$ cat config.mk
export PLATFORM = sky130hd
export DESIGN_NAME = spi_byte_master
export DESIGN_NICKNAME = d
export VERILOG_FILES = /design/src/rtl/spi_pkg.sv /design/src/rtl/spi_half_timer.sv /design/src/rtl/spi_edge_seq.sv /design/src/rtl/spi_shift_path.sv /design/src/rtl/spi_byte_master.sv
export SDC_FILE = /design/constraint.sdc
export NUM_CORES = 1
export LEC_CHECK = 0
export CAP_MARGIN = 15
export CORE_AREA = 2 2 75 56
export DETAILED_ROUTE_END_ITERATION = 10
export DIE_AREA = 0 0 77 58
export PLACE_DENSITY_LB_ADDON = 0.15
export SETUP_SLACK_MARGIN = 0.05
export SLEW_MARGIN = 30
export SYNTH_ARGS = -nofsm -noshare
export SYNTH_HDL_FRONTEND = slang
export SYNTH_SLANG_ARGS = --single-unit
$ cat constraint.sdc
create_clock -name clk -period 2.5 [get_ports clk]
set_clock_uncertainty 0.15 [all_clocks]
set_input_delay 0.5 -clock clk [delete_from_list [all_inputs] [get_ports clk]]
set_output_delay 0.5 -clock clk [all_outputs]
set_load 0.1 [all_outputs]
$ cat src/rtl/spi_pkg.sv
package spi_pkg;

  localparam int unsigned SPI_BITS  = 8;
  localparam int unsigned SPI_EDGES = 2 * SPI_BITS;
  localparam int unsigned EDGE_W    = $clog2(SPI_EDGES);

  typedef logic [SPI_BITS-1:0] spi_word_t;
  typedef logic [EDGE_W-1:0]   spi_edge_t;

  typedef struct packed {
    logic cpol;
    logic cpha;
    logic lsb_first;
  } spi_mode_t;

  // bit currently presented on the output line
  function automatic logic tx_bit(spi_word_t sr, logic lsb);
    return lsb ? sr[0] : sr[SPI_BITS-1];
  endfunction

  // move the transmit register on to the next bit
  function automatic spi_word_t tx_adv(spi_word_t sr, logic lsb);
    return lsb ? {1'b0, sr[SPI_BITS-1:1]} : {sr[SPI_BITS-2:0], 1'b0};
  endfunction

  // insert a received bit; after SPI_BITS pushes the first bit sits at
  // bit 0 (lsb first) or at the top bit (msb first)
  function automatic spi_word_t rx_push(spi_word_t sr, logic b, logic lsb);
    return lsb ? {b, sr[SPI_BITS-1:1]} : {sr[SPI_BITS-2:0], b};
  endfunction

  // edge index counts from 0; even indices are leading edges
  function automatic logic is_sample_edge(spi_edge_t idx, logic cpha);
    return idx[0] == cpha;
  endfunction

  function automatic logic is_shift_edge(spi_edge_t idx, logic cpha);
    logic other;
    other = (idx[0] != cpha);
    if (cpha) return other && (idx != '0);
    else      return other && (idx != spi_edge_t'(SPI_EDGES - 1));
  endfunction

  function automatic logic is_last_edge(spi_edge_t idx);
    return idx == spi_edge_t'(SPI_EDGES - 1);
  endfunction

endpackage

$ cat src/rtl/spi_half_timer.sv
module spi_half_timer #(
  parameter int unsigned HALF_DIV = 3
) (
  input  logic clk,
  input  logic rst_n,
  input  logic run,
  output logic tick
);
  localparam int unsigned CW = $clog2(HALF_DIV + 1);
  localparam logic [CW-1:0] LAST = CW'(HALF_DIV - 1);

  logic [CW-1:0] cnt;

  assign tick = run && (cnt == LAST);

  always_ff @(posedge clk or negedge rst_n) begin
    if (!rst_n)         cnt <= '0;
    else if (!run || tick) cnt <= '0;
    else                cnt <= cnt + 1'b1;
  end

  initial begin
    if (HALF_DIV < 1) $display("spi_half_timer: HALF_DIV must be at least 1");
  end
endmodule

$ cat src/rtl/spi_edge_seq.sv
module spi_edge_seq
  import spi_pkg::*;
(
  input  logic clk,
  input  logic rst_n,
  input  logic accept,
  input  logic tick,
  input  logic cpha,
  output logic run,
  output logic busy,
  output logic phase,
  output logic sample_stb,
  output logic shift_stb,
  output logic fin_stb
);
  typedef enum logic [1:0] {SQ_IDLE, SQ_SETUP, SQ_RUN} sq_state_t;

  sq_state_t state;
  spi_edge_t idx;

  assign run        = (state == SQ_RUN);
  assign busy       = (state != SQ_IDLE);
  assign sample_stb = tick && is_sample_edge(idx, cpha);
  assign shift_stb  = tick && is_shift_edge(idx, cpha);
  assign fin_stb    = tick && is_last_edge(idx);

  always_ff @(posedge clk or negedge rst_n) begin
    if (!rst_n) begin
      state <= SQ_IDLE;
      idx   <= '0;
      phase <= 1'b0;
    end else begin
      unique case (state)
        SQ_IDLE: begin
          if (accept) state <= SQ_SETUP;
          idx   <= '0;
          phase <= 1'b0;
        end
        SQ_SETUP: state <= SQ_RUN;
        SQ_RUN: begin
          if (tick) begin
            phase <= ~phase;
            idx   <= idx + 1'b1;
            if (is_last_edge(idx)) state <= SQ_IDLE;
          end
        end
        default: state <= SQ_IDLE;
      endcase
    end
  end
endmodule

$ cat src/rtl/spi_shift_path.sv
module spi_shift_path
  import spi_pkg::*;
(
  input  logic      clk,
  input  logic      rst_n,
  input  logic      load,
  input  spi_word_t tx_byte,
  input  logic      lsb,
  input  logic      miso,
  input  logic      sample_stb,
  input  logic      shift_stb,
  input  logic      fin_stb,
  output logic      mosi,
  output spi_word_t rx_byte
);
  spi_word_t tx_sr;
  spi_word_t rx_sr;
  spi_word_t rx_nxt;

  assign mosi   = tx_bit(tx_sr, lsb);
  assign rx_nxt = sample_stb ? rx_push(rx_sr, miso, lsb) : rx_sr;

  always_ff @(posedge clk or negedge rst_n) begin
    if (!rst_n) begin
      tx_sr   <= '0;
      rx_sr   <= '0;
      rx_byte <= '0;
    end else begin
      if (load) begin
        tx_sr <= tx_byte;
        rx_sr <= '0;
      end else begin
        if (shift_stb) tx_sr <= tx_adv(tx_sr, lsb);
        rx_sr <= rx_nxt;
      end
      if (fin_stb) rx_byte <= rx_nxt;
    end
  end
endmodule

$ cat src/rtl/spi_byte_master.sv
module spi_byte_master
  import spi_pkg::*;
#(
  parameter int unsigned HALF_DIV = 3
) (
  input  logic       clk,
  input  logic       rst_n,
  input  logic       cpol,
  input  logic       cpha,
  input  logic       lsb_first,
  input  logic       irq_en,
  input  logic       sel_req,
  input  logic       start,
  input  logic [7:0] tx_byte,
  input  logic       miso,
  output logic       sclk,
  output logic       mosi,
  output logic       ss_n,
  output logic       busy,
  output logic       done,
  output logic [7:0] rx_byte,
  output logic       irq
);
  // named internal events
  logic      accept;
  logic      run;
  logic      tick;
  logic      phase;
  logic      sample_stb;
  logic      shift_stb;
  logic      fin_stb;
  logic      irq_pend;
  spi_mode_t mode_q;

  assign accept = start && !busy && !ss_n;
  assign sclk   = (busy ? mode_q.cpol : cpol) ^ phase;
  assign irq    = irq_pend && irq_en;

  always_ff @(posedge clk or negedge rst_n) begin
    if (!rst_n) begin
      ss_n     <= 1'b1;
      mode_q   <= '0;
      done     <= 1'b0;
      irq_pend <= 1'b0;
    end else begin
      ss_n <= ~sel_req;
      done <= fin_stb;
      if (accept) begin
        mode_q   <= '{cpol: cpol, cpha: cpha, lsb_first: lsb_first};
        irq_pend <= 1'b0;
      end else if (fin_stb) begin
        irq_pend <= 1'b1;
      end
    end
  end

  spi_half_timer #(.HALF_DIV(HALF_DIV)) u_timer (
    .clk  (clk),
    .rst_n(rst_n),
    .run  (run),
    .tick (tick)
  );

  spi_edge_seq u_seq (
    .clk       (clk),
    .rst_n     (rst_n),
    .accept    (accept),
    .tick      (tick),
    .cpha      (mode_q.cpha),
    .run       (run),
    .busy      (busy),
    .phase     (phase),
    .sample_stb(sample_stb),
    .shift_stb (shift_stb),
    .fin_stb   (fin_stb)
  );

  spi_shift_path u_path (
    .clk       (clk),
    .rst_n     (rst_n),
    .load      (accept),
    .tx_byte   (tx_byte),
    .lsb       (accept ? lsb_first : mode_q.lsb_first),
    .miso      (miso),
    .sample_stb(sample_stb),
    .shift_stb (shift_stb),
    .fin_stb   (fin_stb),
    .mosi      (mosi),
    .rx_byte   (rx_byte)
  );
endmodule

======== Word-level counts from Yosys, hierarchy flattened ========
Index checks and enable logic that the tools add are counted.
operators by class
  $add $sub $neg .......................... 2
  equal/unequal tests ..................... 10
  muxes and demuxes ....................... 21
  bitwise operators ....................... 3
  reduce and logical (&&, ||, !) cells .... 21
operators by type and width
  cell                   count
  $mux W8                6
  $logic_and A1 B1 Y1    9
  $mux W2                4
  $pmux W4 S2            1
  $reduce_bool A2 Y1     4
  $mux W1                7
  $pmux W2 S3            1
  $add A4 B1 Y4 const B  1
  $eq A2 B2 Y1 const B   2
  $eq A4 B4 Y1 const B   1
  $mux W4                1
  $ne A2 B1 Y1 const B   2
  $ne A4 B4 Y1 const B   1
  $reduce_bool A4 Y1     1
  $logic_not A1 Y1       3
  $reduce_and A3 Y1      1
  $add A2 B1 Y2 const B  1
  $eq A2 B1 Y1 const B   1
  $logic_not A2 Y1       1
  $ne A2 B2 Y1 const B   1
  $not A1 Y1             2
  $pmux W1 S2            1
  $reduce_and A2 Y1      1
  $eq A1 B1 Y1           1
  3 further kinds        3
storage, ports and cells
  register bits ........................... 39
  word-level logic and storage cells ...... 70

======== Longest topological paths before layout ========
Gate-level depths: netlist of run 1.
  word-level depth ........................ 8
  mapped depth ............................ 7

======== Modules after synthesis ========
From an unflattened synthesis of run 1, not the netlist that was laid out.
second synthesis, totals
  cell total of the unflattened synthesis .. 189
  area, all modules ....................... 2,048.2 um2
modules (own cells, without submodules)
  module           times used  cells an instance  area an instance (um2)  sequential area each (um2)
  spi_shift_path   1           118                1,266.2                 600.6
  spi_edge_seq     1           47                 432.9                   175.2
  spi_byte_master  1           17                 251.5                   151.4
  spi_half_timer   1           7                  97.6                    50.0

======== Least setup slack after synthesis of run 1 ========
Ideal clock, no wire load.
  path type ............................... reg-to-output
  start ................................... register u_seq.state[1]
  end ..................................... output port sclk
  arrival time ............................ 2,362 ps
  required time ........................... 1,850 ps
  setup slack ............................. -512 ps
  stages on the path, launching flop included .. 4
  cell sequence ........................... dfrtp_1 nor2_1 mux2i_1 xnor2_1
between the ends
  word-level cells in the longest chain between the ends .. 3
ends and longest elaborated chain
  item                    line                   RTL
  start, declared         spi_edge_seq.sv:18     sq_state_t state;
  start signal, assigned  spi_edge_seq.sv:29     state <= SQ_IDLE;
  start signal, assigned  spi_edge_seq.sv:35     if (accept) state <= SQ_SETUP;
  start signal, assigned  spi_edge_seq.sv:39     SQ_SETUP: state <= SQ_RUN;
  $reduce_bool A2 Y1      spi_edge_seq.sv:22     assign busy = (state != SQ_IDLE);
  $mux W1                 spi_byte_master.sv:36  assign sclk = (busy ? mode_q.cpol : cpol) ^ phase;
  $xor A1 B1 Y1           spi_byte_master.sv:36
  end, declared           spi_byte_master.sv:16  output logic sclk,
No other way between the ends.

======== Final worst setup path of run 1 ========
  start ................................... register ss_n
  end ..................................... output port mosi
between the ends
  word-level cells in the longest chain between the ends .. 4
ends and longest elaborated chain
  item                    line                   RTL
  start, declared         spi_byte_master.sv:18  output logic ss_n,
  start signal, assigned  spi_byte_master.sv:46  ss_n <= ~sel_req;
  $logic_not A1 Y1        spi_byte_master.sv:35  assign accept = start && !busy && !ss_n;
  $logic_and A1 B1 Y1     spi_byte_master.sv:35
  $mux W1                 spi_byte_master.sv:83  .lsb (accept ? lsb_first : mode_q.lsb_first),
  $mux W1                 spi_pkg.sv:18          return lsb ? sr[0] : sr[SPI_BITS-1];
  end, declared           spi_byte_master.sv:17  output logic mosi,
No other way between the ends.

==> results.txt, run 1 <==
P_int: 1.65 mW
Peak VDD IR: 1.18 mV
minimum clock period: 2.55 ns
total number of vias: 1573
logic gate share of total power: 46.1%
count of cell types in the netlist: 38
Psw: 1.16 mW
vias in the first global route: 1565
period utilisation layout: 102%
min-delay worst type: flip-flop to flip-flop
ys flop type: dfrtp_1
largest net degree at the start of global routing: 40
Core ar.: 3760 sq um
HPWL Detailed: 2.81 mm
Final Wtd Congestion: 0.833
Sw Share: 41.3%
YS warnings: 0
final hold violation count: 0
fmax: 391 MHz
Power Total: 2.81 mW
WS Path Type: flip-flop to primary output
GRT Util Overall: 21.0%
violated checks: negative setup slack
Worst-Margin Slew: 0.684 ns
layout net count: 249
Area Growth Syn to Fin: 32.8%
Final setup viols: 1
port bufs: 30
commonest non-fill, non-tap cell in the layout: dfrtp_1
Die Ht: 58 um
Crit Path Max Fanout: 3
Multi-input gate area: 851 sq um
final worst slack: -0.0543 ns
final wirelength: 4.11 mm
Netlist Area Pre-Place: 1860 sq um
Fill cells: 321
drt first pass iters: 4
Clk pin slew, worst setup/hold paths: 0.07 ns
most frequent cells in the layout: dfrtp_1, buf_4, nand2_1
Reg power frac: 34.8%
Vias per Instance: 5.58
Top Ports: 31
share of layout cells above drive strength 1: 20.0%
sequential fraction of the synthesis area: 52.5%
worst reg2reg path endpoint: u_path.rx_byte[0]
Die W: 77 um
RSZ-0062 raised after global routing: yes
global-route wire length before repair: 7.29 mm
Clock Power Share: 19.1%
Yosys reg bits: 39
Inserted Clock Buffers: 5
Critical Path RT: 1.85 ns
final design utilization: 65.8%
worst skew pair latency: 0.29 ns
share of synthesized flip-flops with an asynchronous set or reset: 100%
CP Launch Point: ss_n
Syn Nets: 206
Die ar.: 4470 sq um
clk sinks: 39
max capacitance violation total: 0
Synth Instances: 186
Synth Area per Inst: 10.0 sq um
total grt overflow: 0
reg2reg setup slack: 0.41 ns
Power Density: 1130 nW/um^2
wire length per cell: 14.6 um
CP endpoint kind: primary output
Sequential Area: 981 sq um
CP Launch Type: flip-flop
initial antenna violation count: 0
Max Transition Viols Final: 0
Crit Reg-Reg Startpoint: u_timer.cnt[0]
placed instance area: 2310 sq um
detailed router's first-iteration violation count: 64
clock tree buffer depth: 2
placement row count: 19
status: complete, but fails checks
CTS HTree Levels: 2
WP data arrival: 1.90 ns
P_leak: 1.07 nW
initial core utilization: 49.6%
n_diodes: 0
Post-synth EDFFs: 0
DRT antenna net count: 0
Slew headroom: 54.2%
Root Buffer: clkbuf_8
post-layout instance area: 2470 sq um
TritonCTS clock tree: done
drc violations: 0
crit path capture: mosi
FF-to-FF path depth: 6
-- registers in the layout (all words and copies together) (netlist names) --
| signal | count |
|---|---|
| u_path.rx_sr | 8 |
| irq_pend | 1 |
| done | 1 |
| u_path.tx_sr | 8 |
| u_seq.idx | 4 |
| u_seq.state | 2 |
| mode_q | 3 |
| u_path.rx_byte | 8 |
| ss_n | 1 |
| u_timer.cnt | 2 |
| u_seq.phase | 1 |
-- logic make-up after synthesis --
family	share of synthesized area, %
buffers and inverters	3.63
adders and majority gates	2.02
DFF	52.5
and+or+nand+nor	14.9
AOI/OAI and AO/OA	20.5
xor gates and xnor gates	0.941
muxes	5.58
-- power by group through the flow --
stage / combinational (mW) / clock [mW] / sequential [mW]
2_1_floorplan: 0.913 / 0 / 0.931
3_3_place_gp: 1.24 / 0 / 0.977
3_5_place_dp: 1.27 / 0 / 0.988
4_1_cts: 1.30 / 0.550 / 0.970
5_1_grt: 1.40 / 0.582 / 1.00
6_report: 1.29 / 0.537 / 0.976
-- layout make-up --
type,count,share of cell area [%]
flip-flops and latches,39,39.7
multi-input cells,132,34.4
repair buffers,44,17.4
clock buffers,6,3.34
well taps,52,2.63
clock inverters,2,1.42
inverters,7,1.16
-- worst max-delay path, cell delays in order, from the launching register on --
cell,delay [ns]
dfstp_4,0.47
or4b_4,0.53
mux2i_4,0.23
inv_4,0.09
nand2_4,0.06
nand2_8,0.07
buf_12,0.16
-- Yosys cell counts (2+ instances only) --
cell type	count	area share, %
dfrtp_1	38	51
nand2_1	23	4.6
a21oi_1	19	5.1
o21ai_0	14	3.8
nor2_1	9	1.8
nor2b_1	8	2.7
o22ai_1	8	2.7
mux2i_1	7	3.8
o31ai_1	7	2.8
a2111oi_0	6	2.8
a31oi_1	6	2.0
inv_1	6	1.2
clkbuf_1	5	1.0
ha_1	3	2.0
nor3_1	3	0.81
nand4_1	2	0.67
-- routing by layer --
metal  up-vias  global-route usage (%)  wire [um]
li1        769                       -          -
met2        40                    33.7       1920
met5         -                       0          0
met1       759                    28.6       1930
met4         0                    7.40         42
met3         5                    4.67        222
-- how the worst min path moves through the flow --
| stage | start | end | slack, ns | cells after the start |
|---|---|---|---|---|
| global route | u_timer.cnt[0] | u_timer.cnt[0] | 0.31 | 1 |
| global placement | u_timer.cnt[0] | u_timer.cnt[0] | 0.27 | 1 |
| finish | u_timer.cnt[0] | u_timer.cnt[0] | 0.29 | 1 |
| detailed placement | u_timer.cnt[0] | u_timer.cnt[0] | 0.28 | 1 |
| CTS | rst_n | u_path.tx_sr[6] | 0.19 | 1 |
| floorplan | rst_n | done | 0.05 | 0 |
-- stage by stage --
stage                     cells  setup TNS (ns)  setup slack (ns)  hold slack, ns
final                       282         -0.0543           -0.0543           0.290
after global routing        282          -0.102            -0.102           0.311
after CTS                   280         -0.0667           -0.0667           0.192
after detailed placement    270          -0.284            -0.239           0.281
after global placement      270          -0.223            -0.220           0.270
after floorplan             186         -0.0209           -0.0209          0.0544
-- what timing repair did --
item	4_1_cts	5_1_grt
setup endpoints to repair	1	1
resized for setup	1	0
setup buffers	2	0
hold endpoints to repair	0	12
hold buffers	0	1
gates cloned	0	0
pin swaps	3	0
Power figures use the tool's default switching activity.
==> run 2, diff against run 1 <==
--- a/config.mk
+++ b/config.mk
@@ -6,9 +6,12 @@
 export NUM_CORES = 1
 export LEC_CHECK = 0
 export CAP_MARGIN = 15
-export CORE_AREA = 2 2 75 56
+export CELL_PAD_IN_SITES_DETAIL_PLACEMENT = 2
+export CELL_PAD_IN_SITES_GLOBAL_PLACEMENT = 2
+export CORE_AREA = 2 2 93 68
 export DETAILED_ROUTE_END_ITERATION = 10
-export DIE_AREA = 0 0 77 58
+export DIE_AREA = 0 0 95 70
+export MAX_ROUTING_LAYER = met4
 export PLACE_DENSITY_LB_ADDON = 0.15
 export SETUP_SLACK_MARGIN = 0.05
 export SLEW_MARGIN = 30
==> results.txt, run 2 (synthesized netlist as in run 1, its figures left out) <==
Top Ports: 31 (unchanged)
largest net degree at the start of global routing: 17 (was 40)
port bufs: 30 (unchanged)
global-route wire length before repair: 9.69 mm (was 7.29 mm)
final design utilization: 41.6% (was 65.8%)
Slew headroom: 46.8% (was 54.2%)
CP endpoint kind: primary output (unchanged)
DRT antenna net count: 0 (unchanged)
Inserted Clock Buffers: 5 (unchanged)
highest metal used: met4 (unchanged)
hold path depth: 1 (unchanged)
clock tree buffer depth: 2 (unchanged)
Sw Share: 44.5% (was 41.3%)
Sequential Area: 981 sq um (unchanged)
Non-Filler Instances: 309 (was 282)
Final Wtd Congestion: 0.745 (was 0.833)
final wirelength: 5.59 mm (was 4.11 mm)
status: complete, but fails checks (unchanged)
detailed router's first-iteration violation count: 48 (was 64)
min-delay worst type: flip-flop to flip-flop (unchanged)
Final setup viols: 1 (unchanged)
Peak VDD IR: 1.01 mV (was 1.18 mV)
CTS HTree Levels: 2 (unchanged)
P_leak: 1.05 nW (was 1.07 nW)
vias in the first global route: 1855 (was 1565)
Setup TNS: -0.0821 ns (was -0.0543 ns)
Psw: 1.22 mW (was 1.16 mW)
clk sinks: 39 (unchanged)
fmax: 387 MHz (was 391 MHz)
violated checks: negative setup slack (unchanged)
Reg power frac: 35.9% (was 34.8%)
Clk pin slew, worst setup/hold paths: 0.07 ns (about the same)
Die Ht: 70 um (was 58 um)
Fill cells: 619 (was 321)
final worst slack: -0.0821 ns (was -0.0543 ns)
Multi-input gate area: 851 sq um (unchanged)
WS Path Type: flip-flop to primary output (unchanged)
Worst-Margin Slew: 0.795 ns (was 0.684 ns)
Critical Path RT: 1.85 ns (about the same)
share of layout cells above drive strength 1: 19.5% (was 20.0%)
initial core utilization: 31.5% (was 49.6%)
routed length on met3: 166 um (was 222 um)
met2 WL: 2.67 mm (was 1.92 mm)
Area Growth Syn to Fin: 32.3% (was 32.8%)
FF-to-FF path depth: 6 (unchanged)
Max Transition Viols Final: 0 (unchanged)
placement row count: 24 (was 19)
minimum clock period: 2.58 ns (was 2.55 ns)
n_diodes: 0 (unchanged)
WP data arrival: 1.93 ns (was 1.90 ns)
TritonCTS clock tree: done (unchanged)
final hold violation count: 0 (unchanged)
Root Buffer: clkbuf_8 (unchanged)
GRT Util Overall: 19.3% (was 21.0%)
Crit Path Max Fanout: 3 (unchanged)
Vias per Instance: 5.31 (was 5.58)
Die ar.: 6650 sq um (was 4470 sq um)
max capacitance violation total: 0 (unchanged)
most frequent cells in the layout: dfrtp_1, buf_4, nand2_1 (unchanged)
total grt overflow: 0 (unchanged)
Core ar.: 5920 sq um (was 3760 sq um)
Power Density: 1110 nW/um^2 (was 1130 nW/um^2)
layout net count: 250 (was 249)
logic gate share of total power: 48.8% (was 46.1%)
biggest regs: u_path.rx_byte (8), u_path.rx_sr (8), u_path.tx_sr (8) (unchanged)
drc violations: 0 (unchanged)
P_int: 1.52 mW (was 1.65 mW)
commonest non-fill, non-tap cell in the layout: dfrtp_1 (unchanged)
Placed Cells: 299 (was 270)
drt first pass iters: 6 (was 4)
initial antenna violation count: 0 (unchanged)
worst skew pair latency: 0.28 ns (was 0.29 ns)
CP Launch Type: flip-flop (unchanged)
Metal-1 WL: 2.71 mm (was 1.93 mm)
Clock Power Share: 15.3% (was 19.1%)
Die W: 95 um (was 77 um)
total number of vias: 1642 (was 1573)
Power Total: 2.73 mW (was 2.81 mW)
RSZ-0062 raised after global routing: yes (unchanged)
HPWL Detailed: 4.14 mm (was 2.81 mm)
period utilisation layout: 103% (was 102%)
wire length per cell: 18.1 um (was 14.6 um)
==> run 2: cell types whose count changed in the layout (fill, tap and decap cells not counted), sizes merged <==
cell | before | now
bufinv | 1 | 0
buf | 28 | 29
clkbuf | 6 | 7
==> run 2: power groups by stage <==
stage / Clock (mW) / Combinational (mW) / Sequential (mW)
6_report: 0.419 / 1.33 / 0.980
5_1_grt: 0.460 / 1.46 / 1.01
4_1_cts: 0.430 / 1.35 / 0.979
3_5_place_dp: 0 / 1.32 / 0.998
3_3_place_gp: 0 / 1.27 / 0.981
2_1_floorplan: 0 / 0.913 / 0.931
==> run 2: critical path, stage by stage (launching register included) <==
cell	delay (ns)
dfstp_4	0.47
or4b_4	0.53
mux2i_4	0.26
nand2_2	0.14
nand2_8	0.08
buf_12	0.16
==> run 2: worst paths after layout <==
path / endpoint / slack, ns / start
worst max-delay path: mosi / -0.08 / ss_n
worst min-delay path: u_timer.cnt[0] / 0.28 / u_timer.cnt[0]
worst max register to register: u_path.rx_byte[4] / 0.29 / u_timer.cnt[0]
worst min register to register: u_timer.cnt[0] / 0.28 / u_timer.cnt[0]
max in group asynchronous: ss_n / 1.10 / rst_n
min in group asynchronous: u_path.tx_sr[6] / 0.48 / rst_n
==> run 2: area by class of cell <==
| type | instances | share of cell area (%) |
|---|---|---|
| clock buffer | 7 | 3.10 |
| timing repair buffer | 45 | 17.2 |
| multi-input combinational | 132 | 34.5 |
| clock inverter | 1 | 0.203 |
| inverter | 7 | 1.17 |
| sequential | 39 | 39.8 |
| tap | 78 | 3.96 |
==> run 2: metal layers <==
metal	GRT usage (%)	vias up
met5	-	-
met2	31.4	27
met4	3.70	0
li1	-	768
met3	3.45	4
met1	25.6	843
==> run 2: timing repair <==
action | 4_1_cts | 5_1_grt
pin swaps | 2 | 1
gates resized for setup | 1 | 0
hold buffers | 1 | 0
endpoints found under the setup margin | 1 | 2
endpoints found under the hold margin | 12 | 0
buffers inserted | 1 | 0
==> run 2: stage by stage <==
step           hold slack, ns  area, sq um  setup WS [ns]
2_1_floorplan          0.0544         1900        -0.0209
4_1_cts                 0.291         2460        -0.0989
3_3_place_gp            0.258         2370         -0.230
3_5_place_dp            0.263         2370         -0.256
5_1_grt                 0.320         2460         -0.139
6_report                0.285         2460        -0.0821
